**src/rtl/bru_pkg.sv**
```systemverilog
package bru_pkg;
   typedef enum logic [3:0] {
      JC_ALWAYS = 4'h0,
      JC_EQ     = 4'h1,
      JC_UGT    = 4'h2,
      JC_UGE    = 4'h3,
      JC_ANY    = 4'h4,
      JC_NE     = 4'h5,
      JC_SGT    = 4'h6,
      JC_SGE    = 4'h7,
      JC_CALL   = 4'h8,
      JC_RET    = 4'h9,
      JC_ULT    = 4'ha,
      JC_ULE    = 4'hb,
      JC_SLT    = 4'hc,
      JC_SLE    = 4'hd
   } jcode_e;

   localparam logic [3:0] LOCAL_CALL_KIND = 4'h1;

   typedef struct packed {
      logic taken;
      logic call;
      logic ret;
      logic bad;
   } verdict_t;
endpackage

```
**src/rtl/bru_cmp.sv**
```systemverilog
module bru_cmp
   import bru_pkg::*;
#(
   parameter int DATA_W    = 64,
   parameter int NARROW_W  = 32,
   parameter bit SUB_BASED = 1'b1
) (
   input  logic [DATA_W-1:0] lhs,
   input  logic [DATA_W-1:0] rhs,
   input  logic              narrow,
   input  logic [3:0]        code,
   output logic              hit
);
   logic [DATA_W-1:0] ua, ub, sa, sb;
   logic eq, ult, slt;

   always_comb begin
      ua = narrow ? DATA_W'(lhs[NARROW_W-1:0]) : lhs;
      ub = narrow ? DATA_W'(rhs[NARROW_W-1:0]) : rhs;
      sa = narrow ? DATA_W'(signed'(lhs[NARROW_W-1:0])) : lhs;
      sb = narrow ? DATA_W'(signed'(rhs[NARROW_W-1:0])) : rhs;
   end

   assign eq = (ua == ub);

   generate
      if (SUB_BASED) begin : g_sub
         logic [DATA_W:0] udiff, sdiff;
         assign udiff = {1'b0, ua} - {1'b0, ub};
         assign sdiff = {1'b0, sa} - {1'b0, sb};
         assign ult   = udiff[DATA_W];
         assign slt   = (sa[DATA_W-1] != sb[DATA_W-1]) ? sa[DATA_W-1] : sdiff[DATA_W];
      end else begin : g_native
         assign ult = (ua < ub);
         assign slt = ($signed(sa) < $signed(sb));
      end
   endgenerate

   always_comb begin
      case (code)
         JC_EQ:   hit = eq;
         JC_NE:   hit = !eq;
         JC_ANY:  hit = |(ua & ub);
         JC_UGT:  hit = !ult && !eq;
         JC_UGE:  hit = !ult;
         JC_ULT:  hit = ult;
         JC_ULE:  hit = ult || eq;
         JC_SGT:  hit = !slt && !eq;
         JC_SGE:  hit = !slt;
         JC_SLT:  hit = slt;
         JC_SLE:  hit = slt || eq;
         default: hit = 1'b0;
      endcase
   end
endmodule

```
**src/rtl/bru_target.sv**
```systemverilog
module bru_target #(
   parameter int PC_W = 32
) (
   input  logic [PC_W-1:0] pc,
   input  logic [PC_W-1:0] disp,
   output logic [PC_W-1:0] seq_pc,
   output logic [PC_W-1:0] jump_pc
);
   assign seq_pc  = pc + PC_W'(1);
   assign jump_pc = seq_pc + disp;
endmodule

```
**src/rtl/bru_resolve.sv**
```systemverilog
module bru_resolve
   import bru_pkg::*;
#(
   parameter int PC_W      = 32,
   parameter int DATA_W    = 64,
   parameter int NARROW_W  = 32,
   parameter int IMM_W     = 32,
   parameter int OFF_W     = 16,
   parameter bit SUB_BASED = 1'b1
) (
   input  logic              clk,
   input  logic              rst_n,
   input  logic              in_valid,
   input  logic [PC_W-1:0]   in_pc,
   input  logic [3:0]        in_code,
   input  logic              in_src_sel,
   input  logic              in_wide,
   input  logic [DATA_W-1:0] in_dst,
   input  logic [DATA_W-1:0] in_src,
   input  logic [IMM_W-1:0]  in_imm,
   input  logic [OFF_W-1:0]  in_off,
   input  logic [3:0]        in_call_kind,
   output logic              out_valid,
   output logic              out_taken,
   output logic [PC_W-1:0]   out_next_pc,
   output logic              out_call,
   output logic              out_exit,
   output logic              out_illegal
);
   initial begin
      if (NARROW_W > DATA_W) $error("bru_resolve: NARROW_W exceeds DATA_W");
      if (IMM_W > DATA_W)    $error("bru_resolve: IMM_W exceeds DATA_W");
      if (OFF_W > PC_W)      $error("bru_resolve: OFF_W exceeds PC_W");
      if (IMM_W > PC_W)      $error("bru_resolve: IMM_W exceeds PC_W");
   end

   logic [DATA_W-1:0] rhs;
   logic              cond_hit;
   logic [PC_W-1:0]   disp, seq_pc, jump_pc, nxt_pc;
   logic [PC_W-1:0]   off_ext, imm_ext;
   verdict_t          v;

   assign rhs     = in_src_sel ? in_src : DATA_W'(signed'(in_imm));
   assign off_ext = PC_W'(signed'(in_off));
   assign imm_ext = PC_W'(signed'(in_imm));

   bru_cmp #(
      .DATA_W   (DATA_W),
      .NARROW_W (NARROW_W),
      .SUB_BASED(SUB_BASED)
   ) cmp_i (
      .lhs   (in_dst),
      .rhs   (rhs),
      .narrow(!in_wide),
      .code  (in_code),
      .hit   (cond_hit)
   );

   always_comb begin
      v    = '0;
      disp = off_ext;
      case (in_code)
         JC_ALWAYS: begin
            if (in_src_sel) v.bad = 1'b1;
            else begin
               v.taken = 1'b1;
               disp    = in_wide ? off_ext : imm_ext;
            end
         end
         JC_CALL: begin
            if (in_src_sel) v.bad = 1'b1;
            else begin
               v.call  = 1'b1;
               v.taken = (in_call_kind == LOCAL_CALL_KIND);
               disp    = imm_ext;
            end
         end
         JC_RET: begin
            if (in_src_sel) v.bad = 1'b1;
            else            v.ret = 1'b1;
         end
         JC_EQ, JC_NE, JC_ANY, JC_UGT, JC_UGE, JC_ULT, JC_ULE,
         JC_SGT, JC_SGE, JC_SLT, JC_SLE: v.taken = cond_hit;
         default: v.bad = 1'b1;
      endcase
   end

   bru_target #(.PC_W(PC_W)) tgt_i (
      .pc     (in_pc),
      .disp   (disp),
      .seq_pc (seq_pc),
      .jump_pc(jump_pc)
   );

   assign nxt_pc = v.taken ? jump_pc : seq_pc;

   always_ff @(posedge clk) begin
      if (!rst_n) begin
         out_valid   <= 1'b0;
         out_taken   <= 1'b0;
         out_next_pc <= '0;
         out_call    <= 1'b0;
         out_exit    <= 1'b0;
         out_illegal <= 1'b0;
      end else begin
         out_valid <= in_valid;
         if (in_valid) begin
            out_taken   <= v.taken;
            out_next_pc <= nxt_pc;
            out_call    <= v.call;
            out_exit    <= v.ret;
            out_illegal <= v.bad;
         end
      end
   end
endmodule

```
**config.mk**
```make
export PLATFORM = sky130hd
export DESIGN_NAME = bru_resolve
export DESIGN_NICKNAME = d
export VERILOG_FILES = /design/src/rtl/bru_pkg.sv /design/src/rtl/bru_cmp.sv /design/src/rtl/bru_target.sv /design/src/rtl/bru_resolve.sv
export SDC_FILE = /design/constraint.sdc
export NUM_CORES = 1
export LEC_CHECK = 0
export ABC_AREA = 1
export ABC_CLOCK_PERIOD_IN_PS = 4460
export CAP_MARGIN = 10
export CORE_MARGIN = 1.5
export CORE_UTILIZATION = 62
export DETAILED_ROUTE_END_ITERATION = 12
export DONT_BUFFER_PORTS = 1
export PLACE_DENSITY = 0.85
export SYNTH_ARGS = -nofsm -noshare
export SYNTH_HDL_FRONTEND = slang
export SYNTH_SLANG_ARGS = --single-unit
```
**constraint.sdc**
```tcl
create_clock -name clk -period 4.46 [get_ports clk]
set_input_delay 0.892 -clock clk [delete_from_list [all_inputs] [get_ports clk]]
set_output_delay 0.892 -clock clk [all_outputs]
set_load 0.1 [all_outputs]
```
==> results of run 1 <==
-- per-stage QoR --
step	total power, mW	hold slack (ns)
floorplan	1.51	0.894
global placement	1.75	0.908
detailed placement	1.78	0.913
CTS	2.26	0.718
global route	2.44	0.718
finish	2.29	0.719
-- cells by family after synthesis --
| kind of cell | share of synthesized area (%) |
|---|---|
| compound gates | 16.4 |
| xor+xnor | 4.50 |
| fa+ha+maj | 24.0 |
| buf+inv | 13.3 |
| flops | 7.34 |
| simple gates | 34.5 |
-- cell type report --
type	instances	share of cell area, %
Clock inverter	3	0.651
Clock buffer	5	1.18
Tap cell	216	2.56
Multi-Input combinational cell	1360	76.1
Sequential cell	37	7.01
Inverter	294	10.4
Timing Repair Buffer	22	2.04
-- Yosys cell counts (3+ instances only) --
master and count:
inv_2 7, nor2_1 145, a21oi_1 164, nor2_2 7, nand4_1 57, a211oi_1 15
o21ai_1 5, nand3_1 52, o22ai_1 5, inv_1 284, xnor2_1 16, nor2_4 3
o211ai_1 6, o311ai_0 3, nor3_2 3, clkinv_1 3, nor3_1 27, dfxtp_1 37
buf_6 3, buf_2 6, buf_1 11, o221ai_1 8, nand2_1 508, o21ai_0 51
a21o_1 5, ha_1 192, clkbuf_1 31, xor2_1 34, o21a_1 9, nor4_1 12
a31oi_1 5
-- repair_timing --
item / 4_1_cts / 5_1_grt
setup endpoints to repair: 0 / 6
hold buffers: 0 / 0
gates resized for setup: 0 / 5
-- cell usage in the layout, fill, tap and decap left out, types with 6 or more instances in the layout --
cell type	instances
a211oi_1	15
a21oi_1	164
buf_4	18
dfxtp_1	37
ha_1	192
inv_1	284
inv_2	7
nand2_1	508
nand3_1	52
nand4_1	57
nor2_1	145
nor2_2	7
nor3_1	26
nor4_1	9
o211ai_1	6
o21a_1	9
o21ai_0	51
o221ai_1	8
xnor2_1	16
xor2_1	34
-- critical path, stage by stage --
cell,delay (ns)
inv_1,0.06
nor4_2,0.32
nand2_1,0.20
nor4_1,0.26
nand2_1,0.17
nor2_1,0.14
xor2_1,0.29
inv_1,0.08
ha_1,0.38
nand2_1,0.22
o21ai_0,0.18
a21oi_1,0.16
nand3_1,0.19
a31oi_1,0.29
a21o_1,0.13
nand2_1,0.04
nand2_1,0.06
nand3_1,0.09
nand2_1,0.07
inv_1,0.03
-- report_power, final --
| part | total (mW) | internal [mW] | switching [mW] |
|---|---|---|---|
| Sequential | 0.656 | 0.367 | 0.289 |
| Clock | 0.477 | 0.323 | 0.154 |
| Combinational | 1.16 | 0.414 | 0.743 |
| Total | 2.29 | 1.10 | 1.19 |
-- registers in the layout (all words and copies together), names as in the netlist --
signal and count:
out_illegal 1, out_exit 1, out_next_pc 32, out_taken 1
out_call 1, out_valid 1
-- routing by layer --
| metal | up-vias | global-route usage [%] | wire length (um) | part of all wire, % |
|---|---|---|---|---|
| met1 | 5112 | 49.5 | 13600 | 40 |
| met5 | - | 0 | 0 | 0 |
| li1 | 5610 | - | - | - |
| met2 | 689 | 63.0 | 14700 | 42 |
| met3 | 126 | 11.8 | 4620 | 13 |
| met4 | 0 | 16.7 | 1610 | 4.7 |
-- final timing paths --
path	start	endpoint	slack, ns
worst max-delay path	in_pc[6]	out_next_pc[31]$_SDFFE_PN0P_	0.39
worst min-delay path	in_valid	out_illegal$_SDFFE_PN0P_	0.72
worst max register to register	out_illegal$_SDFFE_PN0P_	out_illegal$_SDFFE_PN0P_	3.01
worst min register to register	out_next_pc[16]$_SDFFE_PN0P_	out_next_pc[16]$_SDFFE_PN0P_	0.92
==> metrics.csv, run 1 <==
metric,value,unit
status,"finished, final reports clean",
placed_cells,1929,
core,0.0159,mm^2
layout_min_cycle_time,4.07,ns
power_leakage,6.04,nW
skew,0,ns
yosysTopAreaCell,ha_1,
cts-htree-levels,2,
multi_input_area,0.00804,mm^2
maxCapViolCount,0,
cp-start-kind,primary input,
netlist_area,0.0101,mm^2
port_buffers,0,
clkTransAtPathRegs,0.06,ns
route.vias.total,11537,
drc,0,
grt_max_degree,94,
first_pass_iters,6,
fin_cells,1937,
wl_per_cell,17.8,um
synthFlopType,dfxtp_1,
worstHoldPathCells,1,
critical_path_arrival,4.26,ns
end_kind,flip-flop,
syn_inst,1744,
drtIter0Drc,1099,
gp_congestion,0.991,
rr_worst_depth,2,
dp_slack,0.0928,ns
areaGrowthSynthToFinish,4.72,%
yosysSeqAreaShare,7.34,%
synth-async-reset-ratio,0,%
antenna_found_initial,0,
post-route-util,66.5,%
finalHoldViolations,0,
design.portCount,258,
dpl.hpwl,28900,um
fillers,1579,
max_slew.worst_pin.slew,1.10,ns
hold_path_class,in -> reg,
die_height,131,um
grt_overflow,0,
die_area,0.0170,mm^2
tns,0,ns
via_per_inst,5.96,
relSlewSlack,26.7,%
routed_wl,34500,um
post_route_cells_drive_above_1_share,3.83,%
grt_pass1_wl,53200,um
synth_edf_count,0,
seqCellArea,741,um^2
drv_slew,0,
nets,2134,
critical_path.max_fanout,5,
vdd_drop_max,0.183,mV
cts_root_buf,clkbuf_16,
cts_setup_buffers,0,
synth_fp_nets,2158,
synth.avg_cell_area,5.78,um^2
grt_pass1_vias,10701,
clock.fmax,0.245,GHz
ant_nets,0,
cts.sinks,37,
insertion_delay,0.28,ns
final_area,0.0106,mm^2
insertedDiodeCount,0,
ys_warn_count,0,
post-route-period-util,91.4,%
cts_tree,yes,
synth.top_cells.by_area,"ha_1 (24%), nand2_1 (19%), inv_1 (11%), a21oi_1 (8.1%), dfxtp_1 (7.3%)",
synth_top_area_share,23.8,%
crit_type,in -> reg,
setup_viol,0,
die_width,131,um
cts_buffer_depth,2,
grt_util_all_layers,39.5,%
initial_core_util,63.5,%
row_count,46,
cts_buffers,5,
synth.distinct_cells,51,
setup_slack,0.385,ns
post_dp_cell_area,0.0103,mm^2
cp.required,4.65,ns
synth_seq_cells,37,
p_per_area,217,mW/mm^2
Note: power is estimated with default switching activity, not from simulation.
==> inputs of run 2 (changes only) <==
CAP_MARGIN = 25   (was 10)
CORE_MARGIN = 2   (was 1.5)
CTS_CLUSTER_SIZE = 8   (was unset)
==> run 2 against run 1 <==
  * Flip-flop and latch count stayed put
  * Sequential power hardly changed
  * Final area is 0.44% lower
  * Utilization is 0.29 points lower
  * Combinational power hardly changed
  * Via count is 0.13% lower
  * Clock skew stayed put
  * Maximum frequency is 2.0% lower
  * Largest cell class unchanged
  * Highest routed layer unchanged
==> metrics.csv, run 2 (same netlist as run 1, synthesis figures left out) <==
metric,value,unit
status,"finished, final reports clean",
grt_overflow,0,
cpLargestDelayFamily,simple AND/OR/NAND/NOR gates,
antenna_found_initial,0,
nets,2137,
core,0.0159,mm^2
cts_buffers,5,
max_stage_delay,0.40,ns
crit_top_cell,nand2_1,
via_per_inst,5.94,
grt_pass1_vias,10691,
finalHoldViolations,0,
route.vias.total,11522,
insertedDiodeCount,0,
end_kind,flip-flop,
top_usage_layer,met2,
maxCapViolCount,0,
vdd_drop_max,0.160,mV
first_pass_iters,6,
layout_min_cycle_time,4.16,ns
areaGrowthSynthToFinish,4.27,%
drc,0,
clock.fmax,0.240,GHz
multi_input_area,0.00802,mm^2
post-route-util,66.2,%
post-route-period-util,93.3,%
cts_tree,yes,
fillers,1577,
drv_slew,0,
max_slew.worst_pin.slew,1.10,ns
setup_viol,0,
port_buffers,0,
insertion_delay,0.28,ns
design.portCount,258,
crit_type,in -> reg,
hold_path_class,in -> reg,
power_leakage,6.03,nW
cts-htree-levels,2,
clkTransAtPathRegs,0.06,ns
critical_path_arrival,4.39,ns
ant_nets,0,
seqCellArea,741,um^2
cp.required,4.69,ns
slowest_stage,ha_1,
drtIter0Drc,1111,
grt_pass1_wl,53200,um
cts.sinks,37,
routed_wl,34000,um
met1_usage,47.4,%
crit_buf_inv,2,
layout_commonest_cell,nand2_1,
wl_per_cell,17.5,um
fin_cells,1940,
tns,0,ns
critical_path.max_fanout,5,
dpl.hpwl,28800,um
cp-start-kind,primary input,
crit_chain,ha_1 -> nand3_2 -> nor3_4 -> nand2_2 -> nor2_1 -> nand2_1 -> nor2_2 -> nand3_2 -> nor2_1 -> nand2_1 -> o22ai_1 -> inv_1 -> ha_1 -> nand2_1 -> nor4_1 -> nand2_1 -> o211ai_1 -> nand3_1 -> nand2_1 -> xor2_1 -> inv_1 -> nand2_1 -> nand3_1 -> nand2_1,
cts_buffer_depth,2,
post_route_cells_drive_above_1_share,3.83,%
skew,0,ns
cts_root_buf,clkbuf_16,
grt_util_all_layers,37.5,%
gp_congestion,0.991,
die_height,132,um
die_area,0.0173,mm^2
die_width,132,um
use_met2,59.6,%
row_count,46,
grt_max_degree,94,
largest_register,out_next_pc,
most-common-layout-cells,"nand2_1 (508), inv_1 (284), ha_1 (192)",
p_per_area,205,mW/mm^2
largest_register_ffs,32,
placed_cells,1931,
initial_core_util,63.5,%
relSlewSlack,26.7,%
grt_util_met3,11.1,%
-- run 2: power by group --
part	internal, mW	switching, mW	leakage, nW	total [mW]
Clock	0.205	0.147	0.0696	0.352
Combinational	0.417	0.731	5.66	1.15
Sequential	0.367	0.289	0.306	0.655
-- run 2: final timing paths --
| path | startpoint | to | slack, ns | cells past startpoint |
|---|---|---|---|---|
| max | in_pc[0] | out_next_pc[29]$_SDFFE_PN0P_ | 0.30 | 24 |
| min | in_valid | out_illegal$_SDFFE_PN0P_ | 0.72 | 1 |
| max reg2reg | out_illegal$_SDFFE_PN0P_ | out_illegal$_SDFFE_PN0P_ | 2.95 | 2 |
| min reg2reg | out_next_pc[1]$_SDFFE_PN0P_ | out_next_pc[1]$_SDFFE_PN0P_ | 0.92 | 2 |
-- run 2: worst register-to-register path: stages (launching register included) --
cell     delay (ns)
dfxtp_1        1.04
o21ai_0        0.22
a31oi_1        0.18
-- run 2: area by class of cell --
cell class,instances,share of cell area [%]
multi-input cells,1360,76.3
flip-flops and latches,37,7.04
well taps,216,2.57
repair buffers,25,2.26
clock inverters,3,0.167
inverters,294,10.5
clock buffers,5,1.19
-- run 2: metal layers --
metal / routed length [um] / part of all wire (%)
met5: 0 / 0
met4: 1590 / 4.7
met3: 4250 / 12
met2: 14400 / 42
met1: 13700 / 40
-- run 2: what timing repair did --
action | 4_1_cts | 5_1_grt
buffers inserted | 0 | 1
hold buffers | 0 | 0
resized for setup | 0 | 2
setup endpoints to repair | 0 | 4
-- run 2: metrics by stage --
stage / hold WS, ns / total power [mW] / setup slack [ns] / instance area [um^2]
after detailed placement: 0.913 / 1.77 / -0.0490 / 10400
final: 0.719 / 2.15 / 0.301 / 10500
after CTS: 0.717 / 2.13 / 0.222 / 10500
after global placement: 0.912 / 1.74 / 0.0375 / 10400
after floorplan: 0.894 / 1.51 / 0.588 / 10100
after global routing: 0.721 / 2.32 / -0.0144 / 10500
==> inputs of run 3 (changes only) <==
CORE_MARGIN = unset   (was 2)
REMOVE_ABC_BUFFERS = 1   (was unset)
TNS_END_PERCENT = 10   (was unset)
==> run 3 against run 2 <==
  * Utilization rose by 0.17 points
  * Global-route usage rose by 1.0 points
  * Register-to-register slack improved by 0.05 ns
  * Via count fell by 2.2%
  * First-iteration DRC count fell by 23%
  * Maximum frequency rose by 1.2%
  * Sequential power fell by 1%
  * Final cell count rose by 0.21%
  * Sequential share of layout area barely moved
  * Final area rose by 0.25%
  * Combinational power barely moved
  * Critical path type unchanged
==> metrics.csv, run 3 (same netlist as run 1, synthesis figures left out) <==
metric,value,unit
cts_buffers,5,
cts.sinks,37,
total_power,2.16,mW
cts_hold_buf,0,
die_width,130,um
dp_slack,0.108,ns
post_route_cells_drive_above_1_share,3.94,%
cp.required,4.70,ns
cpLargestDelayFamily,simple AND/OR/NAND/NOR gates,
path_depth,25,
power_leakage,6.05,nW
ant_nets,0,
first_pass_iters,6,
skew,0,ns
port_buffers,0,
grt_overflow,0,
critical_path_arrival,4.35,ns
wl_per_cell,16.8,um
crit_top_cell,nand2_1,
gp_congestion,1.01,
drtIter0Drc,852,
end_kind,flip-flop,
core,0.0159,mm^2
die_area,0.0168,mm^2
drv_slew,0,
areaGrowthSynthToFinish,4.53,%
rsz0062_at_grt,false,
maxCapViolCount,0,
max_stage_delay,0.37,ns
design.portCount,258,
cts_setup_buffers,0,
crit_type,in -> reg,
p_per_area,204,mW/mm^2
hold_path_class,in -> reg,
clock.fmax,0.243,GHz
fin_hold_ws,0.711,ns
finalHoldViolations,0,
worstHoldPathCells,1,
most-common-layout-cells,"nand2_1 (508), inv_1 (284), ha_1 (192)",
crit_buf_inv,3,
cts_tree,yes,
clkTransAtPathRegs,0.06,ns
rr_worst_depth,2,
route.vias.total,11268,
grt_pass1_vias,10350,
post-route-period-util,92.2,%
routed_wl,32700,um
setup_viol,0,
row_count,46,
max_slew.worst_pin.slew,1.07,ns
hp-start,in_valid,
tns,0,ns
insertion_delay,0.29,ns
status,"finished, final reports clean",
drc,0,
setup_slack,0.349,ns
grt_pass1_wl,50700,um
grt_util_all_layers,38.6,%
r2r-start,out_illegal$_SDFFE_PN0P_,
r2r_slack,3.00,ns
layout_commonest_cell,nand2_1,
layout_min_cycle_time,4.11,ns
die_height,130,um
relSlewSlack,28.6,%
cts_buffer_depth,2,
grt_max_degree,94,
via_per_inst,5.80,
slowest_stage,ha_1,
vdd_drop_max,0.206,mV
dpl.hpwl,27700,um
critical_path.max_fanout,5,
cts-htree-levels,2,
largest_register,out_next_pc,
post_cts_resized,0,
largest_register_ffs,32,
insertedDiodeCount,0,
nets,2142,
cp-start-kind,primary input,
min_to,out_illegal$_SDFFE_PN0P_,
antenna_found_initial,0,
r2r-end,out_illegal$_SDFFE_PN0P_,
crit_start,in_pc[0],
initial_core_util,63.5,%
cts_root_buf,clkbuf_16,
## run 3: cell count changes in the layout (fill, tap and decap cells not counted)
cell,delta
clkinvlp_4,-1
buf_12,-3
nor3_2,+1
nor2_1,-1
nor3_4,-1
nor4_1,+1
nor2_2,+1
buf_4,+5
nor4_2,-1
clkbuf_1,+2
clkinv_2,-2
clkbuf_8,+1
buf_16,+2
## run 3: metrics by stage
stage | util, % | area (um^2) | std cells
floorplan | - | 9850 | 1691
global placement | 65.1 | 10300 | 1934
detailed placement | 65.1 | 10300 | 1934
CTS | 66.0 | 10500 | 1941
global route | 66.4 | 10500 | 1944
finish | 66.4 | 10500 | 1944
## run 3: where the power goes
group | internal (mW) | leakage, nW | switching (mW)
clock | 0.220 | 0.0700 | 0.145
combinational | 0.418 | 5.67 | 0.727
sequential | 0.367 | 0.306 | 0.279
## run 3: cell type report
cell class / count / area [um^2]
well taps: 216 / 270
clock buffers: 7 / 143
multi-input cells: 1360 / 8010
fillers: 1584 / 5340
flip-flops and latches: 37 / 741
inverters: 294 / 1100
repair buffers: 30 / 274
## run 3: worst register-to-register path, delay by kind of cell (launching register included)
kind | cells | cell delay, ns
AOI/OAI and AO/OA | 2 | 0.37
DFF | 1 | 1.02
## run 3: metal layers
metal / share of wire, % / wire length [um] / global-route usage (%)
met2: 43 / 14200 / 63.4
met5: 0 / 0 / 0
met3: 12 / 3820 / 11.1
met1: 41 / 13500 / 48.0
met4: 3.7 / 1200 / 13.1
## run 3: worst max-delay path by stage
stage | end | slack (ns)
5_1_grt | out_next_pc[29]$_SDFFE_PN0P_ | 0.03
3_3_place_gp | out_next_pc[29]$_SDFFE_PN0P_ | 0.18
6_report | out_next_pc[31]$_SDFFE_PN0P_ | 0.35
3_5_place_dp | out_next_pc[29]$_SDFFE_PN0P_ | 0.11
2_1_floorplan | out_next_pc[19]$_SDFFE_PN0P_ | -0.09
4_1_cts | out_next_pc[29]$_SDFFE_PN0P_ | 0.39
